--- config.mk ---
export PLATFORM = sky130hd
export DESIGN_NAME = acrx_input_frame
export DESIGN_NICKNAME = d
export VERILOG_FILES = /design/src/rtl/acrx_pkg.sv /design/src/rtl/acrx_bit_sampler.sv /design/src/rtl/acrx_slot_framer.sv /design/src/rtl/acrx_status_decoder.sv /design/src/rtl/acrx_input_frame.sv
export SDC_FILE = /design/constraint.sdc
export NUM_CORES = 1
export LEC_CHECK = 0
export ABC_CLOCK_PERIOD_IN_PS = 5000
export BUFFER_PORTS_ARGS = -buffer_cell sky130_fd_sc_hd__buf_2
export CAP_MARGIN = 0
export CORE_MARGIN = 1
export CORE_UTILIZATION = 61
export DETAILED_ROUTE_END_ITERATION = 12
export PLACE_DENSITY = 0.83
export RECOVER_POWER = 25
export SLEW_MARGIN = 20
export SYNTH_ARGS = -nofsm -noshare
export SYNTH_HDL_FRONTEND = slang
export SYNTH_HIERARCHICAL = 1
export SYNTH_SLANG_ARGS = --single-unit
--- constraint.sdc ---
create_clock -name clk -period 5 [get_ports clk]
set_input_delay 1 -clock clk [delete_from_list [all_inputs] [get_ports clk]]
set_output_delay 1 -clock clk [all_outputs]
set_load 0.01 [all_outputs]
--- src/rtl/acrx_pkg.sv ---
package acrx_pkg;

    localparam int TAG_BITS   = 16;
    localparam int SLOT_BITS  = 20;
    localparam int DATA_SLOTS = 12;
    localparam int IDX_BITS   = 7;
    localparam int STAT_BITS  = 16;
    localparam int REQ_SLOTS  = 10;
    localparam int SLOT_ID_W  = $clog2(DATA_SLOTS + 1);
    localparam int CNT_W      = $clog2(SLOT_BITS + 1);

    typedef logic [SLOT_BITS-1:0] slot_word_t;
    typedef logic [SLOT_ID_W-1:0] slot_id_t;

    localparam slot_id_t SLOT_TAG  = slot_id_t'(0);
    localparam slot_id_t SLOT_ADDR = slot_id_t'(1);
    localparam slot_id_t SLOT_STAT = slot_id_t'(2);
    localparam slot_id_t SLOT_LAST = slot_id_t'(DATA_SLOTS);

    // tag slot layout, MSB first
    typedef struct packed {
        logic                  ready;
        logic [DATA_SLOTS-1:0] valid;  // [DATA_SLOTS-1] = slot 1
        logic [2:0]            spare;
    } tag_t;

    // slot 1 layout, MSB first
    typedef struct packed {
        logic                 rsvd;
        logic [IDX_BITS-1:0]  idx;
        logic [REQ_SLOTS-1:0] req;    // [REQ_SLOTS-1] = output slot 3
        logic [1:0]           low;
    } addr_slot_t;

    typedef struct packed {
        logic       done;
        slot_id_t   id;
        slot_word_t word;
    } slot_evt_t;

    function automatic logic [DATA_SLOTS-1:0] order_valid(input logic [DATA_SLOTS-1:0] f);
        for (int i = 0; i < DATA_SLOTS; i++) order_valid[i] = f[DATA_SLOTS-1-i];
    endfunction

    function automatic logic [REQ_SLOTS-1:0] order_req(input logic [REQ_SLOTS-1:0] f);
        for (int i = 0; i < REQ_SLOTS; i++) order_req[i] = f[REQ_SLOTS-1-i];
    endfunction

endpackage

--- src/rtl/acrx_bit_sampler.sv ---
module acrx_bit_sampler (
    input  logic clk,
    input  logic rst,
    input  logic link_bclk,
    input  logic link_sync,
    input  logic link_sdin,
    output logic bit_vld,
    output logic bit_val,
    output logic frame_start
);
    logic bclk_q;
    logic sync_q;

    assign bit_vld     = bclk_q & ~link_bclk;
    assign bit_val     = link_sdin;
    assign frame_start = bit_vld & link_sync & ~sync_q;

    always_ff @(posedge clk) begin
        if (rst) begin
            bclk_q <= 1'b0;
            sync_q <= 1'b0;
        end else begin
            bclk_q <= link_bclk;
            if (bit_vld) sync_q <= link_sync;
        end
    end

    // one falling edge cannot be taken twice
    single_fall_chk: assert property (@(posedge clk) disable iff (rst)
        bit_vld |=> !bit_vld);

endmodule

--- src/rtl/acrx_slot_framer.sv ---
module acrx_slot_framer
    import acrx_pkg::*;
(
    input  logic      clk,
    input  logic      rst,
    input  logic      bit_vld,
    input  logic      bit_val,
    input  logic      frame_start,
    output slot_evt_t evt
);
    logic              in_frame;
    slot_id_t          slot_no;
    logic [CNT_W-1:0]  left;
    slot_word_t        shreg;
    slot_word_t        shifted;

    assign shifted = {shreg[SLOT_BITS-2:0], bit_val};

    always_ff @(posedge clk) begin
        if (rst) begin
            in_frame <= 1'b0;
            slot_no  <= SLOT_TAG;
            left     <= '0;
            shreg    <= '0;
            evt      <= '0;
        end else begin
            evt.done <= 1'b0;
            if (bit_vld && frame_start) begin
                in_frame <= 1'b1;
                slot_no  <= SLOT_TAG;
                left     <= CNT_W'(TAG_BITS - 1);
                shreg    <= {{(SLOT_BITS-1){1'b0}}, bit_val};
            end else if (bit_vld && in_frame) begin
                shreg <= shifted;
                if (left == CNT_W'(1)) begin
                    evt.done <= 1'b1;
                    evt.id   <= slot_no;
                    evt.word <= shifted;
                    left     <= CNT_W'(SLOT_BITS);
                    if (slot_no == SLOT_LAST) in_frame <= 1'b0;
                    else slot_no <= slot_id_t'(slot_no + 1'b1);
                end else begin
                    left <= left - 1'b1;
                end
            end
        end
    end

    // slot numbers stay inside the frame
    slot_range_chk: assert property (@(posedge clk) disable iff (rst)
        evt.done |-> evt.id <= SLOT_LAST);

    // bit counter never leaves its window while framing
    count_range_chk: assert property (@(posedge clk) disable iff (rst)
        in_frame |-> (left != '0) && (left <= CNT_W'(SLOT_BITS)));

endmodule

--- src/rtl/acrx_status_decoder.sv ---
module acrx_status_decoder
    import acrx_pkg::*;
(
    input  logic                  clk,
    input  logic                  rst,
    input  slot_evt_t             evt,
    input  logic                  rd_issue,
    input  logic [IDX_BITS-1:0]   rd_addr,
    output logic                  codec_ready,
    output logic [DATA_SLOTS-1:0] slot_valid,
    output logic [REQ_SLOTS-1:0]  slot_req_n,
    output logic                  rd_busy,
    output logic                  stat_vld,
    output logic [IDX_BITS-1:0]   stat_addr,
    output logic [STAT_BITS-1:0]  stat_data
);
    tag_t                tag_in;
    addr_slot_t          s1_in;
    logic                ready_r;
    logic                s1_ok_r;
    logic                s2_ok_r;
    logic [IDX_BITS-1:0] idx_r;
    logic [IDX_BITS-1:0] pend_addr;
    logic                tag_done;
    logic                addr_done;
    logic                accept;
    logic                unused_fields;

    assign tag_in    = evt.word[TAG_BITS-1:0];
    assign s1_in     = evt.word;
    assign tag_done  = evt.done && (evt.id == SLOT_TAG);
    assign addr_done = evt.done && (evt.id == SLOT_ADDR);
    assign accept    = evt.done && (evt.id == SLOT_STAT) && s1_ok_r && s2_ok_r
                       && rd_busy && (idx_r == pend_addr);
    assign unused_fields = ^{tag_in.spare, s1_in.rsvd, s1_in.low};

    always_ff @(posedge clk) begin
        if (rst) begin
            ready_r     <= 1'b0;
            s1_ok_r     <= 1'b0;
            s2_ok_r     <= 1'b0;
            idx_r       <= '0;
            pend_addr   <= '0;
            codec_ready <= 1'b0;
            slot_valid  <= '0;
            slot_req_n  <= '1;
            rd_busy     <= 1'b0;
            stat_vld    <= 1'b0;
            stat_addr   <= '0;
            stat_data   <= '0;
        end else begin
            stat_vld <= accept;
            if (accept) begin
                stat_addr <= pend_addr;
                stat_data <= evt.word[SLOT_BITS-1 -: STAT_BITS];
            end
            if (tag_done) begin
                ready_r    <= tag_in.ready;
                s1_ok_r    <= tag_in.valid[DATA_SLOTS-1];
                s2_ok_r    <= tag_in.valid[DATA_SLOTS-2];
                slot_valid <= order_valid(tag_in.valid);
            end
            if (addr_done) begin
                idx_r       <= s1_in.idx;
                codec_ready <= ready_r;
                slot_req_n  <= order_req(s1_in.req);
            end
            if (rd_issue) begin
                rd_busy   <= 1'b1;
                pend_addr <= rd_addr;
            end else if (accept) begin
                rd_busy <= 1'b0;
            end
        end
    end


    stat_needs_read_chk: assert property (@(posedge clk) disable iff (rst)
        stat_vld |-> $past(rd_busy));


    stat_clears_busy_chk: assert property (@(posedge clk) disable iff (rst)
        (stat_vld && !$past(rd_issue)) |-> !rd_busy);


    issue_sets_busy_chk: assert property (@(posedge clk) disable iff (rst)
        rd_issue |=> rd_busy);


    req_hold_chk: assert property (@(posedge clk) disable iff (rst)
        !$past(addr_done) |-> $stable(slot_req_n));


    ready_hold_chk: assert property (@(posedge clk) disable iff (rst)
        !$past(addr_done) |-> $stable(codec_ready));

endmodule

--- src/rtl/acrx_input_frame.sv ---
module acrx_input_frame
    import acrx_pkg::*;
(
    input  logic                  clk,
    input  logic                  rst,
    input  logic                  link_bclk,
    input  logic                  link_sync,
    input  logic                  link_sdin,
    input  logic                  rd_issue,
    input  logic [IDX_BITS-1:0]   rd_addr,
    output logic                  codec_ready,
    output logic [DATA_SLOTS-1:0] slot_valid,
    output logic [REQ_SLOTS-1:0]  slot_req_n,
    output logic                  rd_busy,
    output logic                  stat_vld,
    output logic [IDX_BITS-1:0]   stat_addr,
    output logic [STAT_BITS-1:0]  stat_data
);
    logic      bit_vld;
    logic      bit_val;
    logic      frame_start;
    slot_evt_t evt;

    acrx_bit_sampler u_sampler (
        .clk         (clk),
        .rst         (rst),
        .link_bclk   (link_bclk),
        .link_sync   (link_sync),
        .link_sdin   (link_sdin),
        .bit_vld     (bit_vld),
        .bit_val     (bit_val),
        .frame_start (frame_start)
    );

    acrx_slot_framer u_framer (
        .clk         (clk),
        .rst         (rst),
        .bit_vld     (bit_vld),
        .bit_val     (bit_val),
        .frame_start (frame_start),
        .evt         (evt)
    );

    acrx_status_decoder u_decoder (
        .clk         (clk),
        .rst         (rst),
        .evt         (evt),
        .rd_issue    (rd_issue),
        .rd_addr     (rd_addr),
        .codec_ready (codec_ready),
        .slot_valid  (slot_valid),
        .slot_req_n  (slot_req_n),
        .rd_busy     (rd_busy),
        .stat_vld    (stat_vld),
        .stat_addr   (stat_addr),
        .stat_data   (stat_data)
    );

endmodule

==> metrics.txt <==
status=complete, but fails checks; failing checks=capacitance limit, slew limit; diodes inserted=0; kind of end point of the critical path=flip-flop; CP required=5370 ps; DRT Pass-1 Iters=5; Clock power frac=55.2%; Sequential Power Share=42.0%; Gate Count Post-Synth=540; gr usage total=27.83%; routability cong.=0.8441; Die X=~91 um; worst reg2reg path startpoint=u_sampler/bclk_q; initial antenna violation count=0; worst hold path class=reg2reg; # IOs=61; RSZ-0062 raised after global routing=false; Tmin final=2789 ps; Min-Delay Path Depth=2; hold_buf cts=0; DRT iter0 DRCs=346; TritonCTS Sinks=117; port bufs=60; worst-margin pin slew=1892 ps; Vias/cell=6.067; DIE AREA=0.008359 mm2; TritonCTS buffer count=17; via count=4162; CTS tree=built; worst rel slew slack=-26.11%; cell leakage power=about 2.0 nW; Clock Path Buffers=2; Layout Area Growth over Synthesis=16.29%; worst skew pair latency=slightly above 500 ps; Arrival @ worst endpoint=3150 ps; Starting Density=63.13%; startpoint types=input pin; # fillers=approximately 540; Final Max Slew Viols=48; die height=91.43 um; row count=32; core area=about 0.0077 mm2; FF-to-FF path depth=5; largest net degree at the start of global routing=52; post-CTS setup buffers=0; layout cells sized above 1=17.29%; Worst VDD drop=0.0003392 V; Cell Area, Synth=about 0.0049 mm2; Setup TNS Final=0 ps; Final Hold Vio Count=0; max_cap viols=1; Power Density=about 400 mW/mm2; internal power=approximately 0.0018 W; Final #Nets=just under 600; H-tree Lvls=4; sw frac=20.39%; kind of critical path=in2reg; post-route ant nets=0; first-pass GRT wire length=18550 um; Logic pwr share=2.8%; Clock Pin Slew Worst Setup and Hold Paths=50 ps; clk_skew=6.889 ps; Ys Warns=6; HPWL after DPL=6694 um; Synth Area per Inst=9.034 um2; Overflow after GRT=0; syn_nets=557; drt wl/cell=16.33 um; endpoints failing setup=0; CP Max Fanout=51; hold_ws=464.0 ps; Root Buffer Master=clkbuf_8; Worst Min Path Start=u_decoder/stat_data[5]; Fmax=358.5 MHz; Critical Path Start=rst; Routed Wire Length=11200 um; drc violations=0; NetSw=0.0004579 W; CTS resizes=0; period utilization=a little under three fifths; vias in the first global route=3889
[critical path: stages]
cell and delay (ps):
clkbuf_1 1330, buf_4 660, nor2_1 140
[final cells by class]
| cell class | instances | area (um2) | area share, % |
|---|---|---|---|
| tap | 102 | 127.6 | 2.250 |
| sequential | 117 | 2342 | 41.29 |
| clock buffer | 23 | 456.7 | 8.050 |
| multi-input combinational | 364 | 2262 | 39.88 |
| inverter | 7 | 26.28 | 0.4632 |
| clock inverter | 9 | 150.1 | 2.647 |
| timing repair buffer | 64 | 307.8 | 5.426 |
[final timing paths]
check,end,slack [ps]
max,u_decoder/ready_r,2210
min,u_decoder/stat_data[5],460
max reg2reg,u_framer/left[3],2700
min reg2reg,u_decoder/stat_data[5],460
[power groups by stage]
stage | Sequential, W | Clock (W) | Combinational [W]
2_1_floorplan | 0.000961 | 0 | 0.0000494
3_3_place_gp | 0.000963 | 0 | 0.0000592
3_5_place_dp | 0.000963 | 0 | 0.0000610
4_1_cts | 0.000943 | 0.00125 | 0.0000616
5_1_grt | 0.000943 | 0.00130 | 0.0000684
6_report | 0.000943 | 0.00124 | 0.0000627
[state kept, by name, summed over array words and instances (netlist names), 5 cells and up]
name / count
u_decoder/idx_r: 7
u_decoder/slot_req_n: 10
u_decoder/slot_valid: 12
u_framer/left: 5
u_decoder/stat_addr: 7
u_decoder/pend_addr: 7
u_decoder/stat_data: 16
u_framer/shreg: 19
u_framer/evt: 23
[per-stage QoR]
step	power (W)	instance area, um2	std cells	utilization [%]	setup WS [ps]
after floorplan	0.001011	4878	540	-	2807
after detailed placement	0.001024	5080	653	65.74	2040
after CTS	0.002256	5687	685	73.59	2556
after global placement	0.001022	5080	653	65.74	2255
after global routing	0.002307	5673	686	73.41	1999
final	0.002246	5673	686	73.41	2211
[routing by layer]
metal  share of wire [%]  track usage (%)  routed length (um)  vias up
li1                    -                -                   -     1971
met1                  42            35.66                4695     1968
met2                  49            46.18                5463      206
met3                 8.2            6.114                 917       17
met4                 1.1            9.524                 125        0
met5                   0                0                   0        -
[placed cells by master (no fill, tap or decap), types with 7 or more instances in the layout]
cell,count
clkbuf_1,25
nor2_1,23
a21oi_1,74
o31ai_2,19
nand3b_1,12
buf_2,39
clkbuf_16,16
nand2_1,83
o21ai_0,25
dfxtp_1,117
inv_1,7
nand3_1,24
xnor2_1,7
nand4_1,26
mux2i_1,24
Power figures use the tool's default switching activity.
